[config.mk]
export PLATFORM = sky130hd
export DESIGN_NAME = sram_strobe_ctrl
export DESIGN_NICKNAME = d
export VERILOG_FILES = /design/src/rtl/sram_strobe_pkg.sv /design/src/rtl/sram_strobe_seq.sv /design/src/rtl/sram_strobe_dp.sv /design/src/rtl/sram_strobe_ctrl.sv
export SDC_FILE = /design/constraint.sdc
export NUM_CORES = 1
export LEC_CHECK = 0
export ABC_AREA = 1
export BUFFER_PORTS_ARGS = -buffer_cell sky130_fd_sc_hd__buf_2
export CORE_ASPECT_RATIO = 1.75
export CORE_MARGIN = 2
export CORE_UTILIZATION = 50
export CTS_BUF_LIST = sky130_fd_sc_hd__clkbuf_8
export DETAILED_ROUTE_END_ITERATION = 10
export PLACE_DENSITY = 0.82
export SYNTH_ARGS = -nofsm -noshare
export SYNTH_HDL_FRONTEND = slang
export SYNTH_HIERARCHICAL = 1
export SYNTH_SLANG_ARGS = --single-unit
[constraint.sdc]
create_clock -name clk -period 1.75 [get_ports clk]
set_input_delay 0 -clock clk [delete_from_list [all_inputs] [get_ports clk]]
set_output_delay 0 -clock clk [all_outputs]
set_load 0.01 [all_outputs]
[src/rtl/sram_strobe_pkg.sv]
package sram_strobe_pkg;

  typedef enum logic [1:0] {
    ST_IDLE,
    ST_SETUP,
    ST_STROBE,
    ST_RECOVER
  } seqState_t;

  // control -> datapath strobes
  typedef struct packed {
    logic load;     // latch request address and data
    logic capture;  // sample memory read data
    logic ceOn;     // chip selected
    logic weOn;     // write enable asserted
    logic oeOn;     // output enable asserted
    logic drvOn;    // data driver on
  } seqCtl_t;

  function automatic int nsToCycles(input int ns, input int periodNs);
    return (ns + periodNs - 1) / periodNs;
  endfunction

  function automatic int maxOf(input int a, input int b);
    return (a > b) ? a : b;
  endfunction

endpackage

[src/rtl/sram_strobe_seq.sv]
module sram_strobe_seq
  import sram_strobe_pkg::*;
#(
  parameter int WR_CYC   = 2,
  parameter int RD_CYC   = 1,
  parameter int HZ_CYC   = 1,
  parameter int TURN_CYC = 1,
  parameter int CNT_W    = 2
) (
  input  logic    clk,
  input  logic    rst,
  input  logic    reqValid,
  input  logic    reqWrite,
  output logic    reqReady,
  output seqCtl_t ctl
);

  localparam logic [CNT_W-1:0] WR_LAST   = CNT_W'(WR_CYC - 1);
  localparam logic [CNT_W-1:0] RD_LAST   = CNT_W'(RD_CYC - 1);
  localparam logic [CNT_W-1:0] TURN_LAST = CNT_W'(TURN_CYC - 1);
  localparam logic [CNT_W-1:0] HZ_AT     = CNT_W'(HZ_CYC);

  seqState_t        state, nxtState;
  logic [CNT_W-1:0] cnt, nxtCnt;
  logic             isWrite, nxtWrite;
  logic             lastStrobe;
  logic             pinCe, pinWe, pinOe, pinDrv;
  logic             nCe, nWe, nOe, nDrv;

  assign lastStrobe = (cnt == (isWrite ? WR_LAST : RD_LAST));

  always_comb begin
    nxtState = state;
    nxtCnt   = cnt;
    nxtWrite = isWrite;
    unique case (state)
      ST_IDLE: begin
        if (reqValid) begin
          nxtState = ST_SETUP;
          nxtWrite = reqWrite;
          nxtCnt   = '0;
        end
      end
      ST_SETUP: begin
        nxtState = ST_STROBE;
        nxtCnt   = '0;
      end
      ST_STROBE: begin
        if (lastStrobe) begin
          nxtState = ST_RECOVER;
          nxtCnt   = '0;
        end else begin
          nxtCnt = cnt + CNT_W'(1);
        end
      end
      ST_RECOVER: begin
        if (cnt == TURN_LAST) begin
          nxtState = ST_IDLE;
          nxtCnt   = '0;
        end else begin
          nxtCnt = cnt + CNT_W'(1);
        end
      end
      default: nxtState = ST_IDLE;
    endcase
  end

  // pin strobes decoded from the next state so the registered pins are glitch free
  always_comb begin
    nCe  = (nxtState == ST_SETUP) || (nxtState == ST_STROBE);
    nWe  = (nxtState == ST_STROBE) && nxtWrite;
    nOe  = (nxtState == ST_STROBE) && !nxtWrite;
    nDrv = nxtWrite && (((nxtState == ST_STROBE) && (nxtCnt >= HZ_AT)) ||
                        ((nxtState == ST_RECOVER) && (nxtCnt == '0)));
  end

  always_ff @(posedge clk) begin
    if (rst) begin
      state   <= ST_IDLE;
      cnt     <= '0;
      isWrite <= 1'b0;
      pinCe   <= 1'b0;
      pinWe   <= 1'b0;
      pinOe   <= 1'b0;
      pinDrv  <= 1'b0;
    end else begin
      state   <= nxtState;
      cnt     <= nxtCnt;
      isWrite <= nxtWrite;
      pinCe   <= nCe;
      pinWe   <= nWe;
      pinOe   <= nOe;
      pinDrv  <= nDrv;
    end
  end

  assign reqReady = (state == ST_IDLE);

  always_comb begin
    ctl.load    = (state == ST_IDLE) && reqValid;
    ctl.capture = (state == ST_STROBE) && !isWrite && lastStrobe;
    ctl.ceOn    = pinCe;
    ctl.weOn    = pinWe;
    ctl.oeOn    = pinOe;
    ctl.drvOn   = pinDrv;
  end

endmodule

[src/rtl/sram_strobe_dp.sv]
module sram_strobe_dp
  import sram_strobe_pkg::*;
#(
  parameter int ADDR_W = 17,
  parameter int DATA_W = 8
) (
  input  logic              clk,
  input  logic              rst,
  input  seqCtl_t           ctl,
  input  logic [ADDR_W-1:0] reqAddr,
  input  logic [DATA_W-1:0] reqWdata,
  input  logic [DATA_W-1:0] memDin,
  output logic              rspValid,
  output logic [DATA_W-1:0] rspData,
  output logic [ADDR_W-1:0] memAddr,
  output logic [DATA_W-1:0] memDout,
  output logic              memDoutEn,
  output logic              memCe1N,
  output logic              memCe2,
  output logic              memOeN,
  output logic              memWeN
);

  logic [ADDR_W-1:0] addrReg;
  logic [DATA_W-1:0] wdataReg;
  logic [DATA_W-1:0] rdataReg;
  logic              validReg;

  always_ff @(posedge clk) begin
    if (rst) begin
      addrReg  <= '0;
      wdataReg <= '0;
    end else if (ctl.load) begin
      addrReg  <= reqAddr;
      wdataReg <= reqWdata;
    end
  end

  always_ff @(posedge clk) begin
    if (rst) begin
      rdataReg <= '0;
      validReg <= 1'b0;
    end else begin
      validReg <= ctl.capture;
      if (ctl.capture) rdataReg <= memDin;
    end
  end

  assign rspValid  = validReg;
  assign rspData   = rdataReg;
  assign memAddr   = addrReg;
  assign memDout   = wdataReg;
  assign memDoutEn = ctl.drvOn;
  assign memCe1N   = !ctl.ceOn;
  assign memCe2    = ctl.ceOn;
  assign memOeN    = !ctl.oeOn;
  assign memWeN    = !ctl.weOn;

endmodule

[src/rtl/sram_strobe_ctrl.sv]
module sram_strobe_ctrl
  import sram_strobe_pkg::*;
#(
  parameter int ADDR_W        = 17,
  parameter int DATA_W        = 8,
  parameter int CLK_PERIOD_NS = 10,
  parameter int T_AW_NS       = 12,
  parameter int T_PWE_NS      = 10,
  parameter int T_SD_NS       = 8,
  parameter int T_HZWE_NS     = 7,
  parameter int T_AA_NS       = 15,
  parameter int T_DOE_NS      = 7,
  parameter int TURNAROUND    = 1
) (
  input  logic              clk,
  input  logic              rst,
  input  logic              reqValid,
  input  logic              reqWrite,
  input  logic [ADDR_W-1:0] reqAddr,
  input  logic [DATA_W-1:0] reqWdata,
  output logic              reqReady,
  output logic              rspValid,
  output logic [DATA_W-1:0] rspData,
  output logic [ADDR_W-1:0] memAddr,
  output logic [DATA_W-1:0] memDout,
  input  logic [DATA_W-1:0] memDin,
  output logic              memDoutEn,
  output logic              memCe1N,
  output logic              memCe2,
  output logic              memOeN,
  output logic              memWeN
);

  localparam int AW_CYC  = nsToCycles(T_AW_NS, CLK_PERIOD_NS);
  localparam int PWE_CYC = nsToCycles(T_PWE_NS, CLK_PERIOD_NS);
  localparam int SD_CYC  = nsToCycles(T_SD_NS, CLK_PERIOD_NS);
  localparam int HZ_CYC  = nsToCycles(T_HZWE_NS, CLK_PERIOD_NS);
  localparam int AA_CYC  = nsToCycles(T_AA_NS, CLK_PERIOD_NS);
  localparam int DOE_CYC = nsToCycles(T_DOE_NS, CLK_PERIOD_NS);
  // the setup cycle already counts toward address-to-write-end and address access
  localparam int WR_CYC  = maxOf(maxOf(PWE_CYC, AW_CYC - 1), HZ_CYC + SD_CYC);
  localparam int RD_CYC  = maxOf(maxOf(AA_CYC - 1, DOE_CYC), 1);
  localparam int CNT_W   = $clog2(maxOf(maxOf(WR_CYC, RD_CYC), TURNAROUND) + 1);

  seqCtl_t ctl;

  sram_strobe_seq #(
    .WR_CYC  (WR_CYC),
    .RD_CYC  (RD_CYC),
    .HZ_CYC  (HZ_CYC),
    .TURN_CYC(TURNAROUND),
    .CNT_W   (CNT_W)
  ) u_seq (
    .clk     (clk),
    .rst     (rst),
    .reqValid(reqValid),
    .reqWrite(reqWrite),
    .reqReady(reqReady),
    .ctl     (ctl)
  );

  sram_strobe_dp #(
    .ADDR_W(ADDR_W),
    .DATA_W(DATA_W)
  ) u_dp (
    .clk      (clk),
    .rst      (rst),
    .ctl      (ctl),
    .reqAddr  (reqAddr),
    .reqWdata (reqWdata),
    .memDin   (memDin),
    .rspValid (rspValid),
    .rspData  (rspData),
    .memAddr  (memAddr),
    .memDout  (memDout),
    .memDoutEn(memDoutEn),
    .memCe1N  (memCe1N),
    .memCe2   (memCe2),
    .memOeN   (memOeN),
    .memWeN   (memWeN)
  );

endmodule

==> impl_metrics.ini <==
[critical_path]
timing.reg2reg.worst_path_depth = 10
reg2reg_to = u_seq/pinDrv
setup.worst_path.end_class = flip-flop
cp_class = flip-flop to flip-flop
termination_of_the_worst_setup_path = u_seq/pinDrv
cp.arrival_ns = 1.66
rrSetupSlack_ns = 0.28
critPathLaunch = u_seq/cnt[0]
r2r-start = u_seq/cnt[0]
cp_max_fo = 5
worst-endpoint-required_ns = 1.94
cp-start-kind = flip-flop

[detailed_routing]
drt_pre_antenna_iters = 4
drt.antenna.violating_nets = 0
dr.first_iter.drc_count = 47
detail_route.drc_violations = 0
vias = 1856
routed_via_density = 4.409
wl_per_cell_microns = 9.948
total_wirelength_mm = 4.188

[cts]
numClockSinks = 43
cts_made_buffers = 5
tritoncts = built
post_cts_resized = 0
clock-root-buffer = clkbuf_8
cts_buffer_depth = 2
insertion_delay_ns = 0.29
number_of_setup_buffers_added_after_cts = 0
cts-htree-levels = 2
clkTransAtPathRegs_ns = 0.08

[placed_design]
dp_hpwl_mm = 2.827
io_buffer_count = 76
gp_routability_congestion = 0.7649

[power_and_ir_drop]
p_per_area_nw_per_um2 = 997.9
leakage_nw = 1.481
peakVddDrop_v = 0.0008015

[final_layout]
total_of_fill_cells_in_the_finished_design = 362
register_area_sq_um = 860.8
total_area_of_multi_input_combinational_cells_sq_um = 743.2
n_antenna_cell = 0
nNetsFinal = 413
drive_above_1_share_pct = 25.20
area.growth.synth_to_final_pct = 31.88
fraction_of_the_core_area_covered_by_cells_at_the_end_of_the_flow_pct = 67.85

[floorplan]
initial_core_util_pct = 51.45
die_width_microns = 51.22
die_area_sq_um = 4437
boundaryPins = 77
placement_rows = 30
floorplan.die.height_microns = 86.63
design.core.area_sq_um = 3791

[timing]
slew_violations = 0
final.min_clock_period_ns = 1.474
finalSetupViolations = 0
rsz_0062_raised_after_global_routing = false
timing.final.crit_share_pct = 84.21
finalSetupTns_ns = 0
max_freq_ghz = 0.6786
timing_worst_slew_pin_value_ns = 0.5405
slew_margin_rel_pct = 63.92
finalClockSkew_ns = 0.005998
timing_hold_violations_final = 1
hold-worst-slack_ns = -0.0008513

[synth]
syn_std_cell_area_sq_um = 1951
ys_ff_latch = 43
synth.distinct_cells = 21
postSynthNetCount = 329
synth_cells = 288
share_of_synthesized_area_occupied_by_flip_flops_and_latches_pct = 44.13
synth.yosys.warnings = 6
syn-mean-instance-area_sq_um = 6.773

[job]
cap_viol_max_count = 0

[global_route]
global_route.overflow_total = 0
grt_first_pass_wirelength_mm = 6.679
met1_usage_pct = 17.63
grt_max_degree = 51
met2_usage_pct = 39.32
busiest_layer = met2
antenna_violations_before_repair = 0
gr-usage-all-layers_pct = 19.68
gr-usage-met3_pct = 4.310
grt_pass1_vias = 1698

[status]
violations = negative hold slack
run_status = complete, but fails checks

[worst_hold_path]
timing.hold.worst.start = reqAddr[10]
min_path_type = input pin to flip-flop
-- worst min-delay path by stage --
stage          depth (start not counted)  slack [ns]          endpoint
2_1_floorplan                          1        0.07     u_dp/rspValid
3_3_place_gp                           5        0.28  u_dp/memAddr[11]
3_5_place_dp                           5        0.29   u_dp/rspData[7]
4_1_cts                                5     0.00008   u_dp/memDout[6]
5_1_grt                                5        0.01  u_dp/memAddr[12]
6_report                               5     -0.0009  u_dp/memAddr[10]
-- cell usage after synthesis, drive strengths merged --
cell	count	area (sq um)
o21ai	2	13.76
clkbuf	1	3.750
ha	4	50.05
nor3b	1	7.510
or2	1	6.260
a21oi	4	23.77
nor2	78	300.3
dfxtp	43	860.8
buf	17	145.1
nand2	79	311.5
nor3	2	10.01
nand3	4	20.02
inv	52	197.7
-- placed cells by master (no fill, tap or decap) --
master and n:
buf_4 1, clkbuf_8 5, o21ai_0 1, nand3_1 4
inv_4 1, inv_1 49, o21ai_2 1, nand2_1 77
inv_2 3, ha_1 4, nand2_4 2, nor2_1 77
dlygate4sd3_1 17, a21oi_2 1, or2_1 1, buf_12 1
bufinv_16 2, buf_2 76, nor3_1 2, nor3b_1 1
dfxtp_1 43, nor2_4 1, a21oi_1 3
-- worst max-delay path, stage by stage, from the launching register on --
cell,delay [ns]
dfxtp_1,0.34
inv_2,0.10
ha_1,0.17
inv_1,0.04
o21ai_0,0.23
inv_1,0.10
ha_1,0.18
inv_1,0.05
nand3_1,0.07
nand2_1,0.07
nor2_1,0.03
-- metal layers --
metal	share of wire, %	routed length (microns)
met3	4.9	204
met1	36	1528
met5	0	0
met4	3.0	124
met2	56	2331
-- where the power goes --
part	switching, mW	total [mW]	internal [mW]
sequential	0.0535	1.13	1.08
clock	0.317	0.881	0.564
combinational	0.312	0.553	0.241
total	0.683	2.57	1.88
-- registers in the layout, indices dropped and copies added, names as in the netlist --
signal	cells
u_seq/pinCe	1
u_seq/state	2
u_seq/pinDrv	1
u_seq/pinOe	1
u_dp/memDout	8
u_seq/isWrite	1
u_seq/cnt	2
u_dp/rspData	8
u_dp/memAddr	17
u_seq/pinWe	1
u_dp/rspValid	1
-- cells by family after synthesis --
logic type	Yosys count	share of synthesized area, %
AO/OA/AOI/OAI	6	1.924
adder cells (fa/ha/maj)	4	2.566
AND/OR/NAND/NOR	165	33.61
flip-flops	43	44.13
buffers and inverters	70	17.77
-- area by class of cell --
type / count / share of cell area (%)
clock inverter: 3 / 2.481
timing repair buffer: 95 / 22.47
multi-input combinational: 175 / 28.89
clock buffer: 5 / 2.675
tap: 48 / 2.335
sequential: 43 / 33.46
inverter: 52 / 7.685
-- what timing repair did --
| item | 4_1_cts | 5_1_grt |
|---|---|---|
| hold endpoints to repair | 17 | 0 |
| hold buffers | 17 | 0 |
| endpoints found under the setup margin | 0 | 0 |
-- stage by stage --
step	setup slack (ns)	power (mW)	cell area (sq um)	hold slack, ns	instances
after floorplan	0.4127	1.534	1951	0.07125	288
after global placement	0.3449	1.660	2270	0.2819	396
after detailed placement	0.2986	1.677	2270	0.2882	396
after CTS	0.2837	2.590	2572	0.00008235	421
after global routing	0.1685	2.707	2572	0.01467	421
final	0.2763	2.567	2572	-0.0008513	421
Note: power is estimated with default switching activity, not from simulation.
